## config.mk

```make
export PLATFORM = sky130hd
export DESIGN_NAME = fdi_status_top
export DESIGN_NICKNAME = d
export VERILOG_FILES = /design/src/rtl/fdi_pkg.sv /design/src/rtl/fdi_td_classify.sv /design/src/rtl/fdi_pending.sv /design/src/rtl/fdi_regs.sv /design/src/rtl/fdi_irq_fsm.sv /design/src/rtl/fdi_status_top.sv
export SDC_FILE = /design/constraint.sdc
export NUM_CORES = 1
export LEC_CHECK = 0
export ABC_AREA = 1
export BUFFER_PORTS_ARGS = -buffer_cell sky130_fd_sc_hd__buf_2
export CORE_MARGIN = 3
export CORE_UTILIZATION = 30
export CTS_CLUSTER_DIAMETER = 80
export DETAILED_ROUTE_END_ITERATION = 10
export PLACE_DENSITY = 0.65
export SLEW_MARGIN = 20
export SYNTH_ARGS = -nofsm -noshare
export SYNTH_HDL_FRONTEND = slang
export SYNTH_SLANG_ARGS = --single-unit
```

## constraint.sdc

```tcl
create_clock -name clk -period 2.8 [get_ports clk]
set_input_delay 0.28 -clock clk [delete_from_list [all_inputs] [get_ports clk]]
set_output_delay 0.28 -clock clk [all_outputs]
set_load 0.005 [all_outputs]
```

## src/rtl/fdi_pkg.sv

```systemverilog
package fdi_pkg;

    typedef enum logic [1:0] {
        XT_CTRL = 2'd0,
        XT_BULK = 2'd1,
        XT_INTR = 2'd2,
        XT_ISO  = 2'd3
    } fdi_xtype_e;

    // bit 2 short packet, bit 1 error, bit 0 completion
    typedef struct packed {
        logic short_pkt;
        logic err;
        logic done;
    } fdi_cause_t;

    localparam int CAUSE_W   = 3;
    localparam int IEN_ERR   = 0;
    localparam int IEN_DONE  = 2;
    localparam int IEN_SHORT = 3;

    typedef enum logic {
        IRQ_QUIET  = 1'b0,
        IRQ_RAISED = 1'b1
    } fdi_irq_state_e;

endpackage

```

## src/rtl/fdi_td_classify.sv

```systemverilog
module fdi_td_classify
    import fdi_pkg::*;
#(
    parameter int LEN_W = 11
) (
    input  logic             clk,
    input  logic             rst_n,
    input  logic             td_valid,
    input  logic             td_active,
    input  logic             td_ioc,
    input  logic             td_spd,
    input  logic             td_stall,
    input  logic             td_crc_to,
    input  logic [1:0]       td_xtype,
    input  logic [LEN_W-1:0] td_rx_len,
    input  logic [LEN_W-1:0] td_max_len,
    output fdi_cause_t       ev,
    output logic             xfer_end
);

    logic short_len;
    logic sp_applies;
    logic short_hit;

    always_comb begin
        short_len   = td_rx_len < td_max_len;
        sp_applies  = fdi_xtype_e'(td_xtype) != XT_ISO;
        short_hit   = td_valid && sp_applies && short_len;
        xfer_end    = short_hit;
        ev.short_pkt = short_hit && td_spd;
        ev.err       = td_valid && (td_stall || td_crc_to);
        ev.done      = (td_valid && td_ioc && !td_active) || (short_hit && td_spd);
    end

    assert_iso_no_short_R4: assert property (@(posedge clk) disable iff (!rst_n)
        (td_valid && td_xtype == 2'd3) |-> (!ev.short_pkt && !xfer_end));

endmodule

```

## src/rtl/fdi_pending.sv

```systemverilog
module fdi_pending
    import fdi_pkg::*;
(
    input  logic       clk,
    input  logic       rst_n,
    input  logic       frame_end,
    input  fdi_cause_t ev,
    output fdi_cause_t pend
);

    always_ff @(posedge clk or negedge rst_n) begin
        if (!rst_n) begin
            pend <= '0;
        end else if (frame_end) begin
            pend <= ev;
        end else begin
            pend <= pend | ev;
        end
    end

    assert_pend_empty_after_eof_R6: assert property (@(posedge clk) disable iff (!rst_n)
        (frame_end && ev == '0) |=> (pend == '0));

    assert_pend_holdover_R6: assert property (@(posedge clk) disable iff (!rst_n)
        frame_end |=> ((pend & $past(ev)) == $past(ev)));

endmodule

```

## src/rtl/fdi_regs.sv

```systemverilog
module fdi_regs
    import fdi_pkg::*;
#(
    parameter int          DATA_W  = 8,
    parameter int          ADDR_W  = 4,
    parameter logic [ADDR_W-1:0] STS_OFS = 'h0,
    parameter logic [ADDR_W-1:0] IEN_OFS = 'h4
) (
    input  logic              clk,
    input  logic              rst_n,
    input  logic              frame_end,
    input  fdi_cause_t        pend,
    input  logic              reg_wr,
    input  logic [ADDR_W-1:0] reg_addr,
    input  logic [DATA_W-1:0] reg_wdata,
    output logic [DATA_W-1:0] reg_rdata,
    output fdi_cause_t        sts,
    output fdi_cause_t        en_mask
);

    localparam logic [DATA_W-1:0] IEN_KEEP =
        (DATA_W'(1) << IEN_ERR) | (DATA_W'(1) << IEN_DONE) | (DATA_W'(1) << IEN_SHORT);

    logic [DATA_W-1:0] ien;
    fdi_cause_t        sts_clr;
    fdi_cause_t        sts_set;

    always_comb begin
        sts_clr = (reg_wr && reg_addr == STS_OFS) ? fdi_cause_t'(reg_wdata[CAUSE_W-1:0]) : '0;
        sts_set = frame_end ? pend : '0;
    end

    always_ff @(posedge clk or negedge rst_n) begin
        if (!rst_n) begin
            sts <= '0;
            ien <= '0;
        end else begin
            sts <= (sts & ~sts_clr) | sts_set;
            if (reg_wr && reg_addr == IEN_OFS) begin
                ien <= reg_wdata & IEN_KEEP;
            end
        end
    end

    always_comb begin
        en_mask.err       = ien[IEN_ERR];
        en_mask.done      = ien[IEN_DONE];
        en_mask.short_pkt = ien[IEN_SHORT];
        if (reg_addr == STS_OFS) begin
            reg_rdata = {{(DATA_W-CAUSE_W){1'b0}}, sts};
        end else if (reg_addr == IEN_OFS) begin
            reg_rdata = ien;
        end else begin
            reg_rdata = '0;
        end
    end

    assert_sts_set_only_at_eof_R2: assert property (@(posedge clk) disable iff (!rst_n)
        ((sts & ~$past(sts)) != '0) |-> $past(frame_end));

    assert_w1c_clears_R7: assert property (@(posedge clk) disable iff (!rst_n)
        (reg_wr && reg_addr == STS_OFS && !frame_end)
        |=> ((sts & $past(reg_wdata[CAUSE_W-1:0])) == '0));

endmodule

```

## src/rtl/fdi_irq_fsm.sv

```systemverilog
module fdi_irq_fsm
    import fdi_pkg::*;
(
    input  logic       clk,
    input  logic       rst_n,
    input  fdi_cause_t sts,
    input  fdi_cause_t en_mask,
    output logic       irq
);

    fdi_irq_state_e state;
    fdi_irq_state_e state_nx;
    logic           cause_any;

    always_comb begin
        cause_any = |(sts & en_mask);
        state_nx  = state;
        unique case (state)
            IRQ_QUIET:  if (cause_any)  state_nx = IRQ_RAISED; // RAISE
            IRQ_RAISED: if (!cause_any) state_nx = IRQ_QUIET;  // DROP
            default:    state_nx = IRQ_QUIET;
        endcase
    end

    always_ff @(posedge clk or negedge rst_n) begin
        if (!rst_n) begin
            state <= IRQ_QUIET;
        end else begin
            state <= state_nx;
        end
    end

    always_comb begin
        unique case (state)
            IRQ_QUIET:  irq = 1'b0;
            IRQ_RAISED: irq = 1'b1;
            default:    irq = 1'b0;
        endcase
    end

    assert_irq_rise_R9: assert property (@(posedge clk) disable iff (!rst_n)
        ((sts & en_mask) != '0) |=> irq);

    assert_irq_fall_R9: assert property (@(posedge clk) disable iff (!rst_n)
        ((sts & en_mask) == '0) |=> !irq);

endmodule

```

## src/rtl/fdi_status_top.sv

```systemverilog
module fdi_status_top
    import fdi_pkg::*;
#(
    parameter int LEN_W  = 11,
    parameter int DATA_W = 8,
    parameter int ADDR_W = 4
) (
    input  logic              clk,
    input  logic              rst_n,
    input  logic              frame_end,
    input  logic              td_valid,
    input  logic              td_active,
    input  logic              td_ioc,
    input  logic              td_spd,
    input  logic              td_stall,
    input  logic              td_crc_to,
    input  logic [1:0]        td_xtype,
    input  logic [LEN_W-1:0]  td_rx_len,
    input  logic [LEN_W-1:0]  td_max_len,
    input  logic              reg_wr,
    input  logic [ADDR_W-1:0] reg_addr,
    input  logic [DATA_W-1:0] reg_wdata,
    output logic [DATA_W-1:0] reg_rdata,
    output logic              xfer_set_end,
    output logic              irq
);

    fdi_cause_t ev;
    fdi_cause_t pend;
    fdi_cause_t sts;
    fdi_cause_t en_mask;

    fdi_td_classify #(.LEN_W(LEN_W)) u_classify (
        .clk        (clk),
        .rst_n      (rst_n),
        .td_valid   (td_valid),
        .td_active  (td_active),
        .td_ioc     (td_ioc),
        .td_spd     (td_spd),
        .td_stall   (td_stall),
        .td_crc_to  (td_crc_to),
        .td_xtype   (td_xtype),
        .td_rx_len  (td_rx_len),
        .td_max_len (td_max_len),
        .ev         (ev),
        .xfer_end   (xfer_set_end)
    );

    fdi_pending u_pending (
        .clk       (clk),
        .rst_n     (rst_n),
        .frame_end (frame_end),
        .ev        (ev),
        .pend      (pend)
    );

    fdi_regs #(
        .DATA_W  (DATA_W),
        .ADDR_W  (ADDR_W),
        .STS_OFS (ADDR_W'('h0)),
        .IEN_OFS (ADDR_W'('h4))
    ) u_regs (
        .clk       (clk),
        .rst_n     (rst_n),
        .frame_end (frame_end),
        .pend      (pend),
        .reg_wr    (reg_wr),
        .reg_addr  (reg_addr),
        .reg_wdata (reg_wdata),
        .reg_rdata (reg_rdata),
        .sts       (sts),
        .en_mask   (en_mask)
    );

    fdi_irq_fsm u_irq (
        .clk     (clk),
        .rst_n   (rst_n),
        .sts     (sts),
        .en_mask (en_mask),
        .irq     (irq)
    );

    assert_reset_quiet_R1: assert property (@(posedge clk)
        !rst_n |=> (irq == 1'b0 || rst_n));

endmodule

```

# == After elaboration in Yosys (flattened, before gate mapping) ==
# Cells that the tools add are included.
# Widths: inputs -> output; s select.
# totals
reg_bits,10
inputBits,46
out_inout_bits,10
word_cells,37
# op_classes
magnitude_cmp,1
eq_ne,2
mux,7
n_bitwise,6
n_reduce_logical,13
# op_table
operator,count
$lt 11x11->1,1
$mux 3,3
$logic_and 1x1->1,8
$mux 4,2
$and 3x3->3,2
$or 3x3->3,2
$eq 4x3->1 const B,1
$logic_not 4->1,1
$not 3->3,1
$reduce_or 3->1,1
$logic_or 1x1->1,2
$ne 2x2->1 const B,1
$pmux 1 s2,1
$logic_not 1->1,1
$mux 1,1
$not 1->1,1

# == Depth between registers and ports, before layout ==
# logic_depth
word_depth,7
depth_mapped,9
mapped_depth_nobuf,9

# == Modules after synthesis ==
# Synthesis repeated with hierarchy kept, for this count alone.
# unflattened
cells_unflattened,127
area_unflattened_um2,884.6
# modules_own_cells
mod,instances,cells_per_inst,area_per_inst_um2,seq_area_each_um2
fdi_regs,1,45,372.9,150.1
fdi_td_classify,1,64,357.8,0.0
fdi_pending,1,13,112.6,75.1
fdi_irq_fsm,1,5,41.3,25.0

# == Worst setup path before layout ==
# OpenSTA, ideal clock, no wires.
# synth_path
path_type,input to output
from,input port td_max_len[10]
to,output port xfer_set_end
arrival_ns,1.061
t_required_ns,2.520
setup_slack_ns,1.459
stages,7
path_buffers,0
path_cell_list,inv_1 -> ha_1 -> nand2_1 -> nor2_1 -> and2_1 -> nand2_1 -> and3_1
# synth_between
elab_chain_cells,2
# synth_lines
item,line_no,text
start: declaration,fdi_status_top.sv:19,"input logic [LEN_W-1:0] td_max_len,"
$lt 11x11->1,fdi_td_classify.sv:26,short_len = td_rx_len < td_max_len;
$logic_and 1x1->1,fdi_td_classify.sv:28,short_hit = td_valid && sp_applies && short_len;
end: declaration,fdi_status_top.sv:24,"output logic xfer_set_end,"
# Every way passes these cells.

# == Worst setup path in the final report ==
# Same ends and word-level chain as after synthesis.

==> out/qor_table.md <==
| Step | Metric | Value |
|:---|:---|:---|
| worst setup path | Worst-path maximum fanout | 2 |
| route | Number of remaining DRC errors | 0 |
| die | Area of the die | 0.00338 mm^2 |
| yosys | Ys Warns | 0 |
| power | Cell area power density | 345 mW/mm^2 |
| route | Via total after detailed routing | 835 |
| worst setup path | Crit path cell chain | buf_2, inv_1, ha_1, nand2_1, nor2_1, and2_1, nand2_1, and3_1, buf_2 |
| sta | Max Clock Skew | 3.07 ps |
| worst setup path | R2r worst-path depth | 2 |
| yosys | Post-synth top flop | sky130_fd_sc_hd__dfrtp_1 |
| yosys | EDFF count, synth | 0 |
| yosys | Count of mapped cells out of synthesis | 116 |
| die | Initial Utilization | 32.3% |
| worst setup path | Maximum cell stage delay along the critical path | 280 ps |
| clock network | Buffers inserted during post-CTS setup optimization | 0 |
| route | Routed length per placed instance | 9.00 um |
| clock network | Clock tree from TritonCTS | yes |
| finish | Total area of multi-input combinational cells | 448 um^2 |
| yosys | Cells taking the most area after synthesis | sky130_fd_sc_hd__dfrtp_1, sky130_fd_sc_hd__ha_1, sky130_fd_sc_hd__nand2_1 |
| power | Switching fraction of total power | 29.1% |
| global routing | Overall fraction of global-route tracks in use | 11.2% |
| clock network | Root Driver | sky130_fd_sc_hd__clkbuf_4 |
| power | Combinational power share | 29.7% |
| power | Switch Pwr | 0.111 mW |
| clock network | Sink Count | 10 |
| die | Area of the core region | 0.00252 mm^2 |
| power | Leak pwr | 0.697 nW |
| power | Part of the power in registers | 45.8% |
| yosys | Average cell area after synthesis | 7.02 um^2 |
| global routing | Wire length of the first global-routing pass | 3.00 mm |
| route | Number of violations reported at the end of detailed-routing iteration 0 | 18 |
| clock network | Max clock buf depth | 2 |
| sta | RSZ-0062 raised after global routing | false |
| sta | Max frequency | 0.617 GHz |
| yosys | Fraction of registers with async set/reset | 100% |
| clock network | TritonCTS buffer count | 3 |
| yosys | Library cell with the largest summed area after synthesis | sky130_fd_sc_hd__dfrtp_1 |
| global routing | Remaining global-route overflow | 0 |
| worst setup path | Cell with the biggest individual delay on the critical path | sky130_fd_sc_hd__ha_1 |
| die | Ports | 56 |
| yosys | Most used standard cell by instance count after synthesis | sky130_fd_sc_hd__nand2_1 |
| sta | Worst hold margin | 261 ps |
| power | Internal power of the cells | 0.269 mW |
| power | Peak supply drop | 242 uV |
| worst setup path | Arrival time at the worst endpoint | 1340 ps |
| worst setup path | Required @ worst endpoint | 2520 ps |
| die | Number of standard-cell rows in the floorplan | 18 |
| min path | Path class of the lowest-slack min-delay path | in2reg |
| placed design | RePlAce Congestion | 0.774 |
| run | Max_cap viols | 0 |
| clock network | H-Tree Level Count | 1 |
| placed design | Half-perimeter wire length after detailed placement | 1.59 mm |
| clock network | # resized after CTS | 0 |
| sta | Post-route setup TNS | 0 ps |
| yosys | Post-synthesis register bit count | 10 |
| global routing | Number of antenna violations at the first check in global routing | 0 |
| sta | Final Hold Vio Count | 0 |
| power | Part of the total power dissipated in the clock network | 24.5% |
| global routing | Maximum number of pins on one net before global-route repair | 11 |
| min path | Worst Hold Path Cells | 3 |
| route | Number of nets still failing antenna checks after routing | 0 |
| die | Chip width | 58.1 um |
| run status | Run status | finished clean |
| finish | Synthesis-to-layout area growth | 35.2% |
| clock network | Number of buffers added to fix hold violations after cts | 1 |
| yosys | Area of the mapped netlist | 815 um^2 |
| finish | Diodes inserted | 0 |
| placed design | Number of buffers inserted by port buffering | 47 |
| clock network | Clock insertion delay at the later pin of the skew report | 260 ps |
| sta | Number of endpoints failing setup at the final stage | 0 |
| finish | Number of nets at the end of the flow | 224 |
| finish | Fill cell instance count of the final layout | 273 |
| worst setup path | Setup crit start kind | input port |
| route | Routed WL | 1.76 mm |
| yosys | Top cells by count, synth | sky130_fd_sc_hd__nand2_1, sky130_fd_sc_hd__inv_1, sky130_fd_sc_hd__dfrtp_1, sky130_fd_sc_hd__ha_1, sky130_fd_sc_hd__nor2_1 |
| finish | Sequential standard cell area | 250 um^2 |
| yosys | Top-area cell type share of the netlist area | 30.7% |
| sta | Period utilisation layout | 57.8% |
| die | Die height | 58.1 um |
| clock network | Reg clk slew, reported paths | 60 ps |
| worst setup path | Endpoint type of the worst setup path | output port |
| finish | Fraction of layout instances using a drive strength above 1 | 33.7% |
| yosys | Library cells used by synthesis | 22 |
| sta | Time the worst path needs with I/O delays and setup | 1620 ps |
| worst setup path | Crit Path Class | in2out |
| global routing | Via count of the first global-routing pass | 783 |
| yosys | Sequential-to-total area share from yosys stat | 30.7% |
| route | First-pass detailed-route iteration total | 3 |
| route | Detailed-route vias per instance | 4.26 |
| sta | Fin. max-slew vios | 0 |
final timing paths:
path                                                to                        start  slack [ps]
hold reg to reg            u_pending.pend[0]$_DFF_PN0_  u_pending.pend[0]$_DFF_PN0_         490
hold / removal               u_regs.ien[3]$_DFFE_PN0P_                 reg_wdata[3]         260
max in group asynchronous  u_pending.pend[1]$_DFF_PN0_                        rst_n        2200
setup / recovery                          xfer_set_end               td_max_len[10]        1180
setup reg to reg                 u_irq.state$_DFF_PN0_    u_regs.ien[3]$_DFFE_PN0P_        2100
min in group asynchronous    u_regs.ien[3]$_DFFE_PN0P_                        rst_n         410
routing by layer:
metal  vias up  share of wire, %  global-route usage (%)
met5         -                 0                       0
met4         0                 0                    3.97
met3         0                12                    2.23
met2        46                43                    17.6
met1       339                45                    15.2
li1        450                 -                       -
per-stage QoR:
step / total power, mW / util, % / instance area [um^2] / setup slack (ps) / cells
2_1_floorplan: 0.241 / - / 826 / 1460 / 119
3_3_place_gp: 0.285 / 42.4 / 1070 / 1190 / 192
3_5_place_dp: 0.291 / 42.4 / 1070 / 1170 / 192
4_1_cts: 0.390 / 43.7 / 1100 / 1160 / 196
5_1_grt: 0.414 / 43.7 / 1100 / 1000 / 196
6_report: 0.379 / 43.7 / 1100 / 1180 / 196
critical path, delay by kind of cell:
| kind | cells | cell delay (ps) |
|---|---|---|
| adders and majority gates | 1 | 280 |
| buffers and inverters | 3 | 230 |
| and+or+nand+nor | 5 | 550 |
power by group through the flow:
stage | registers, mW | logic (mW) | clock network, mW
after CTS | 0.174 | 0.116 | 0.100
final | 0.174 | 0.113 | 0.0929
after global routing | 0.175 | 0.134 | 0.105
after detailed placement | 0.176 | 0.114 | 0
after global placement | 0.176 | 0.109 | 0
after floorplan | 0.175 | 0.0656 | 0
cell type report:
type                            instances  share of cell area (%)
Clock buffer                            3                    2.05
Inverter                               26                    8.86
Multi-Input combinational cell         79                    40.7
Sequential cell                        10                    22.7
Tap cell                               30                    3.41
Timing Repair Buffer                   48                    22.3
registers in the layout (all words and copies together) (netlist names):
name            cells
u_regs.sts          3
u_pending.pend      3
u_irq.state         1
u_regs.ien          3
layout by cell type, fill, tap and decap left out, drive strengths merged, types with 3 or more instances in the layout:
master,n
buf,47
nand2,30
a21oi,5
nor2,11
dfrtp,10
inv,26
nor3,3
conb,4
clkbuf,3
ha,10
o21ai,10
cell families (layout without fill, tap and decap cells):
| logic type | after synthesis | in the layout | synth area share (%) |
|---|---|---|---|
| buffers and inverters | 30 | 77 | 15.7 |
| DFF | 10 | 10 | 30.7 |
| AOI/OAI and AO/OA | 16 | 16 | 11.1 |
| adders and majority gates | 10 | 10 | 15.4 |
| other | 1 | 4 | 0.460 |
| and+or+nand+nor | 49 | 49 | 26.7 |
(Power assumes the default switching activity.)
